==> src/rtl/tsync_pkg.sv <==
package tsync_pkg;
  typedef enum logic [1:0] {
    PH_FREE   = 2'd0,
    PH_OFFSET = 2'd1,
    PH_LOCKED = 2'd2
  } tsync_phase_t;
endpackage

==> src/rtl/tsync_offset_calc.sv <==
module tsync_offset_calc #(
  parameter int TS_W  = 64,
  parameter int SEQ_W = 16
) (
  input  logic                   clk,
  input  logic                   rst,
  input  logic                   sync_stb,
  input  logic [SEQ_W-1:0]       sync_seq,
  input  logic [TS_W-1:0]        sync_rx_ts,
  input  logic                   fup_stb,
  input  logic [SEQ_W-1:0]       fup_seq,
  input  logic [TS_W-1:0]        fup_tx_ts,
  output logic                   off_fire,
  output logic                   off_err,
  output logic [TS_W:0]          off_val,
  output logic [TS_W:0]          offset_q
);
  logic             pend_q;
  logic [SEQ_W-1:0] pseq_q;
  logic [TS_W-1:0]  prx_q;

  // A follow-up only sees a sync latched on an earlier edge
  always_comb begin
    off_fire = fup_stb && pend_q && (fup_seq == pseq_q);
    off_err  = fup_stb && pend_q && (fup_seq != pseq_q);
    off_val  = {1'b0, fup_tx_ts} - {1'b0, prx_q};
  end

  always_ff @(posedge clk) begin
    if (rst) begin
      pend_q   <= 1'b0;
      pseq_q   <= '0;
      prx_q    <= '0;
      offset_q <= '0;
    end else begin
      if (sync_stb) begin
        pend_q <= 1'b1;
        pseq_q <= sync_seq;
        prx_q  <= sync_rx_ts;
      end else if (fup_stb && pend_q) begin
        pend_q <= 1'b0;
      end
      if (off_fire) offset_q <= off_val;
    end
  end
endmodule

==> src/rtl/tsync_delay_calc.sv <==
module tsync_delay_calc #(
  parameter int TS_W  = 64,
  parameter int SEQ_W = 16
) (
  input  logic                   clk,
  input  logic                   rst,
  input  logic                   arm,
  input  logic                   dreq_stb,
  input  logic [SEQ_W-1:0]       dreq_seq,
  input  logic [TS_W-1:0]        dreq_tx_ts,
  input  logic                   dresp_stb,
  input  logic [SEQ_W-1:0]       dresp_seq,
  input  logic [TS_W-1:0]        dresp_rx_ts,
  output logic                   dly_fire,
  output logic                   dly_err,
  output logic                   dly_neg,
  output logic [TS_W-1:0]        dly_val,
  output logic [TS_W-1:0]        delay_q
);
  logic             out_q;
  logic [SEQ_W-1:0] oseq_q;
  logic [TS_W-1:0]  otx_q;
  logic [TS_W:0]    round_trip;

  always_comb begin
    dly_fire   = dresp_stb && out_q && (dresp_seq == oseq_q);
    dly_err    = dresp_stb && out_q && (dresp_seq != oseq_q);
    round_trip = {1'b0, dresp_rx_ts} - {1'b0, otx_q};
    dly_neg    = round_trip[TS_W];
    dly_val    = dly_neg ? '0 : {1'b0, round_trip[TS_W-1:1]};
  end

  always_ff @(posedge clk) begin
    if (rst) begin
      out_q   <= 1'b0;
      oseq_q  <= '0;
      otx_q   <= '0;
      delay_q <= '0;
    end else begin
      if (!arm) begin
        out_q <= 1'b0;
      end else if (dreq_stb) begin
        out_q  <= 1'b1;
        oseq_q <= dreq_seq;
        otx_q  <= dreq_tx_ts;
      end else if (dresp_stb && out_q) begin
        out_q <= 1'b0;
      end
      if (dly_fire) delay_q <= dly_val;
    end
  end
endmodule

==> src/rtl/tsync_clock.sv <==
module tsync_clock #(
  parameter int TS_W   = 64,
  parameter int STEP_W = 16
) (
  input  logic              clk,
  input  logic              rst,
  input  logic [STEP_W-1:0] step_ns,
  input  logic [TS_W-1:0]   corr,
  output logic [TS_W-1:0]   time_q
);
  logic [TS_W-1:0] step_ext;

  generate
    if (STEP_W < TS_W) begin : g_ext
      assign step_ext = {{(TS_W-STEP_W){1'b0}}, step_ns};
    end else begin : g_trunc
      assign step_ext = step_ns[TS_W-1:0];
    end
  endgenerate

  // Increment and correction share one adder path: atomic update
  always_ff @(posedge clk) begin
    if (rst) time_q <= '0;
    else     time_q <= time_q + step_ext + corr;
  end
endmodule

==> src/rtl/tsync_corrector.sv <==
module tsync_corrector
  import tsync_pkg::*;
#(
  parameter int TS_W   = 64,
  parameter int STEP_W = 16,
  parameter int SEQ_W  = 16
) (
  input  logic              clk,
  input  logic              rst,
  input  logic [STEP_W-1:0] step_ns,
  input  logic [TS_W-1:0]   static_adj,
  input  logic              sync_stb,
  input  logic [SEQ_W-1:0]  sync_seq,
  input  logic [TS_W-1:0]   sync_rx_ts,
  input  logic              fup_stb,
  input  logic [SEQ_W-1:0]  fup_seq,
  input  logic [TS_W-1:0]   fup_tx_ts,
  input  logic              dreq_stb,
  input  logic [SEQ_W-1:0]  dreq_seq,
  input  logic [TS_W-1:0]   dreq_tx_ts,
  input  logic              dresp_stb,
  input  logic [SEQ_W-1:0]  dresp_seq,
  input  logic [TS_W-1:0]   dresp_rx_ts,
  output logic [TS_W-1:0]   time_now,
  output logic [TS_W:0]     offset_out,
  output logic [TS_W-1:0]   delay_out,
  output logic              locked,
  output logic              seq_err,
  output logic              neg_warn
);
  tsync_phase_t    phase_q;
  logic            off_fire, off_err, dly_fire, dly_err, dly_neg;
  logic [TS_W:0]   off_val;
  logic [TS_W-1:0] dly_val;
  logic [TS_W-1:0] corr;
  logic            arm;

  assign arm = (phase_q != PH_FREE);

  tsync_offset_calc #(.TS_W(TS_W), .SEQ_W(SEQ_W)) u_off (
    .clk(clk), .rst(rst),
    .sync_stb(sync_stb), .sync_seq(sync_seq), .sync_rx_ts(sync_rx_ts),
    .fup_stb(fup_stb), .fup_seq(fup_seq), .fup_tx_ts(fup_tx_ts),
    .off_fire(off_fire), .off_err(off_err), .off_val(off_val),
    .offset_q(offset_out)
  );

  tsync_delay_calc #(.TS_W(TS_W), .SEQ_W(SEQ_W)) u_dly (
    .clk(clk), .rst(rst), .arm(arm),
    .dreq_stb(dreq_stb), .dreq_seq(dreq_seq), .dreq_tx_ts(dreq_tx_ts),
    .dresp_stb(dresp_stb), .dresp_seq(dresp_seq), .dresp_rx_ts(dresp_rx_ts),
    .dly_fire(dly_fire), .dly_err(dly_err), .dly_neg(dly_neg),
    .dly_val(dly_val), .delay_q(delay_out)
  );

  // Offset from the sync pair; delay plus static term from the request pair
  always_comb begin
    corr = '0;
    if (off_fire) corr = corr + off_val[TS_W-1:0];
    if (dly_fire) corr = corr + dly_val + static_adj;
  end

  tsync_clock #(.TS_W(TS_W), .STEP_W(STEP_W)) u_clk (
    .clk(clk), .rst(rst), .step_ns(step_ns), .corr(corr), .time_q(time_now)
  );

  always_ff @(posedge clk) begin
    if (rst) begin
      phase_q  <= PH_FREE;
      seq_err  <= 1'b0;
      neg_warn <= 1'b0;
    end else begin
      seq_err  <= off_err | dly_err;
      neg_warn <= neg_warn | (dly_fire & dly_neg);
      if (off_err || dly_err)            phase_q <= PH_FREE;
      else if (dly_fire)                 phase_q <= PH_LOCKED;
      else if (off_fire && phase_q != PH_LOCKED) phase_q <= PH_OFFSET;
    end
  end

  assign locked = (phase_q == PH_LOCKED);
endmodule

==> config.mk <==
export PLATFORM = sky130hd
export DESIGN_NAME = tsync_corrector
export DESIGN_NICKNAME = d
export VERILOG_FILES = /design/src/rtl/tsync_pkg.sv /design/src/rtl/tsync_offset_calc.sv /design/src/rtl/tsync_delay_calc.sv /design/src/rtl/tsync_clock.sv /design/src/rtl/tsync_corrector.sv
export SDC_FILE = /design/constraint.sdc
export NUM_CORES = 2
export LEC_CHECK = 0
export ABC_AREA = 1
export BUFFER_PORTS_ARGS = -buffer_cell sky130_fd_sc_hd__clkbuf_2
export CORE_ASPECT_RATIO = 0.8
export CORE_UTILIZATION = 62
export CTS_CLUSTER_DIAMETER = 60
export CTS_CLUSTER_SIZE = 25
export DETAILED_ROUTE_END_ITERATION = 10
export PLACE_DENSITY = 0.88
export SLEW_MARGIN = 20
export SYNTH_ARGS = -nofsm -noshare
export SYNTH_HDL_FRONTEND = slang
export SYNTH_SLANG_ARGS = --single-unit
==> constraint.sdc <==
create_clock -name clk -period 20 [get_ports clk]
set_clock_uncertainty 0.15 [all_clocks]
set_input_delay 2 -clock clk [delete_from_list [all_inputs] [get_ports clk]]
set_output_delay 2 -clock clk [all_outputs]
set_load 0.03 [all_outputs]
==> metrics.md <==
| Metric | Value |
|---|---|
| Internal power | `approximately 1.4 mW` |
| CTS resizes | `0` |
| Status | `finished clean` |
| Post-synthesis mux area share | `0%` |
| Tot GR Track Use | `46.1%` |
| # hold bufs at CTS | `0` |
| Ranking of synthesized cells by area | `dfxtp_1 22%, ha_1 12%, a21oi_1 11%, inv_1 10%, nand2_1 9.2%` |
| CP most frequent cell | `nand2_1` |
| End of the worst register-to-register path | `u_clk.time_q[51]` |
| Vias in the first global route | `between 30000 and 40000` |
| Synth Area in Compound Gates | `between 20% and 30%` |
| VDD IR-drop max | `about 0.066 mV` |
| Synth area leader | `dfxtp_1` |
| Residual DRC | `0` |
| Final Max Slew Viols | `0` |
| Share of layout cells above drive strength 1 | `a little over an eighth` |
| CTS Buf Count | `31` |
| WHS Path Cells | `2` |
| Mapped Area | `roughly 32000 um^2` |
| CP Capture Type | `flip-flop` |
| Clock power share | `~29%` |
| PortBufs | `600` |
| Synth Register Bits | `roughly 360` |
| Largest net degree at the start of global routing | `152` |
| Util after Layout | `roughly 72%` |
| Worst Hold Slack | `0.312 ns` |
| Comb pwr share | `between 30% and 40%` |
| Die Wd | `258 um` |
| Hold Vio Cnt, Final | `0` |
| FILL cells | `4427` |
| Min-Delay Path Class | `flip-flop to flip-flop` |
| Core footprint | `a little over 50000 um^2` |
| DR WL/cell | `between 20 and 25 um` |
| Setup ws final | `~9.5 ns` |
| Setup Fix Bufs, Post-CTS | `0` |
| Slew margin rel. | `about 28%` |
| Fin crit period | `roughly 10 ns` |
| Crit Reg-Reg Startpoint | `u_dly.otx_q[0]` |
| First-pass GRT wire length | `about 190 mm` |
| Pre-CTS WS | `a little over 9 ns` |
| Max-Cap Viols | `0` |
| YS warnings | `0` |
| Sequential share of power | `between 30% and 40%` |
| Die height | `between 200 and 250 um` |
| Worst Path Max Fanout | `64` |
| Rows | `74` |
| Fmax | `95.7 MHz` |
| Num Clock Sinks | `between 300 and 400` |
| Worst-Margin Slew | `roughly 1.1 ns` |
| Simple-Gate Fraction of Synth Area | `22.0%` |
| Vias | `roughly 37000` |
| CP delay by family, top | `compound AO/OA/AOI/OAI gates` |
| Via density | `between 5 and 6` |
| Register-to-register setup slack | `between 10 and 15 ns` |
| DP Cell Count | `6233` |
| Crit path DAT | `~11 ns` |
| Initial core utilization | `63.2%` |
| Crit share post-route | `a little over half` |
| Crit Path Class | `primary input to flip-flop` |
| HP Start | `u_dly.otx_q[3]` |
| Die area | `between 50000 and 60000 um^2` |
| TritonRoute pass-1 iters | `9` |
| Final setup viols | `0` |
| Synth top area share | `between 20% and 30%` |
| Sequential share of the synthesized area | `between 20 and 25%` |
| RSZ-0062 raised after global routing | `no` |
| Mapped Cells | `approximately 5100` |
| CP peak stage delay | `around 0.67 ns` |
| Clk Latency, worst-skew pair | `0.63 ns` |
| Power Dens Cells | `63.0 nW/um^2` |
| Switching Fraction | `a little over two fifths` |
| R2R depth | `44` |
| Worst Path Buf+Inv | `6` |
| GRT overflow | `0` |
| Syn nets | `5844` |
| Synthesis-to-layout area growth | `14.4%` |
| Number of synthesized flops with an enable pin | `0` |
| Io pins | `602` |
| Clk pin slew, worst setup/hold paths | `around 0.09 ns` |
| Setup TNS | `0 ns` |
| Worst hold endpoint | `u_dly.otx_q[3]` |
| DRT Wirelength | `between 100 and 150 mm` |
| Leak | `around 19 nW` |
| Max Root-Sink Buffers | `3` |
| First-iteration detailed-routing DRC count | `4858` |
| Initial antenna violation count | `23` |
| Worst Path Required | `about 20 ns` |
| Yosys cell types | `between 50 and 60` |
| Largest family of logic cells by synthesized area | `compound AO/OA/AOI/OAI gates` |
| Count of non-filler cells in the finished layout | `~6300` |
| H-tree depth | `1` |
| Synth Area in Adders | `~17%` |
| Asr flop ratio synth | `0%` |
| Syn Area/Cell | `about 6.4 um^2` |
| Crit start category | `primary input` |
| Final #Nets | `between 6000 and 7000` |
| HPWL Detailed | `between 100 and 150 mm` |
| ANT nets after route | `0` |
| Net Sw Power | `about 990 uW` |
| Slowest CP cell | `fa_1` |
| CTS Root Cell | `clkbuf_16` |
| Final GP Congestion | `about 1.1` |
| Main flop type after synthesis | `dfxtp_1` |
| XOR/XNOR share of the synthesized area | `between 2 and 3%` |
| CTS tree | `yes` |
[sequential cells by signal, summed over array words and instances, names as in the netlist]
signal / cells
u_clk.time_q: 64
u_off.offset_q: 65
u_dly.out_q: 1
u_off.prx_q: 64
u_dly.oseq_q: 16
neg_warn: 1
phase_q: 2
u_off.pseq_q: 16
u_dly.delay_q: 63
u_dly.otx_q: 64
seq_err: 1
u_off.pend_q: 1
[cells in the final DEF (no fill, tap or decap), types with 20 or more instances in the layout]
cell,count
inv_1,889
clkbuf_16,31
a21oi_1,731
nor2_1,593
fa_1,83
xor2_1,38
o21a_1,42
o21ai_0,493
or2_2,39
dfxtp_1,358
nand4_1,20
nor3_1,46
xnor2_1,65
nand3_1,156
ha_1,298
clkbuf_2,599
a21o_1,28
a31oi_1,53
nand2_1,794
[final cells by class]
cell class / instances / area (um^2) / area share, %
sequential: 358 / 7170 / 19.3
clock buffer: 32 / 779 / 2.10
tap: 684 / 856 / 2.31
inverter: 895 / 3370 / 9.08
multi-input combinational: 3684 / 21400 / 57.7
timing repair buffer: 613 / 3120 / 8.42
antenna: 17 / 42.5 / 0.115
clock inverter: 23 / 334 / 0.901
[worst max path at each step]
stage / end / startpoint / slack, ns / depth (start not counted)
6_report: u_clk.time_q[51] / dresp_rx_ts[0] / 9.55 / 46
5_1_grt: u_clk.time_q[51] / dresp_rx_ts[0] / 9.03 / 46
4_1_cts: u_clk.time_q[51] / dresp_rx_ts[0] / 9.97 / 46
3_5_place_dp: u_clk.time_q[51] / dresp_rx_ts[0] / 9.32 / 46
3_3_place_gp: u_clk.time_q[51] / dresp_rx_ts[0] / 9.38 / 46
2_1_floorplan: u_clk.time_q[56] / dresp_rx_ts[0] / 11.56 / 50
[through the flow]
| stage | total power, mW | instance area (um^2) |
|---|---|---|
| 2_1_floorplan | 1.37 | 32400 |
| 3_3_place_gp | 1.62 | 35900 |
| 3_5_place_dp | 1.64 | 35900 |
| 4_1_cts | 2.30 | 37000 |
| 5_1_grt | 2.44 | 37100 |
| 6_report | 2.34 | 37100 |
[cell families (layout without fill, tap and decap cells)]
family                   after synthesis  after routing
buffers and inverters               1015           1563
AND/OR/NAND/NOR                     1724           1724
adder cells (fa/ha/maj)              381            381
AO/OA/AOI/OAI                       1475           1475
flip-flops                           358            358
XOR/XNOR                             103            103
other                                  1             18
[worst register-to-register path: cells and delay by family (launching register included)]
kind            cells  cell delay (ns)
compound gates     14             3.47
xor+xnor            1             0.12
fa+ha+maj           5             2.18
buf+inv             4             0.31
flops               1             0.32
simple gates       20             2.67
[synthesized netlist by cell type (3+ instances only)]
library cell	count
nor2_1	594
a21oi_1	731
o21ai_2	7
o21ai_0	494
or2_1	3
a31oi_1	53
a21boi_1	7
inv_2	4
o21ai_1	18
fa_1	83
a21boi_0	17
a21o_1	28
ha_1	298
buf_2	4
nor3_2	4
buf_1	8
a21oi_2	9
nor4_1	19
nand3b_1	19
inv_1	891
nor3_1	46
a221oi_1	6
a211oi_1	10
nand2_1	794
clkbuf_1	101
o21a_1	42
nand2_2	7
dfxtp_1	358
o221ai_1	8
buf_6	6
o211ai_1	10
nor3b_1	5
xnor2_1	65
nand3_1	156
o2111ai_1	4
and3_1	5
nor3b_2	3
or2_0	4
nand4_1	20
o31ai_1	5
or2_2	39
xor2_1	38
o21bai_1	18
[power groups by stage]
stage          logic [mW]  registers [mW]  clock network (mW)
2_1_floorplan       0.570           0.798                   0
3_3_place_gp        0.849           0.772                   0
3_5_place_dp        0.864           0.772                   0
4_1_cts             0.870           0.756               0.670
5_1_grt             0.988           0.759               0.696
6_report            0.908           0.757               0.672
[layer usage]
layer,track usage (%),routed length [um],vias to the layer above
met4,22.3,7080,18
met2,67.9,51500,2566
met3,15.8,19000,415
met1,60.2,50200,16800
li1,-,-,17600
met5,0,127,-
(Power assumes the default switching activity.)
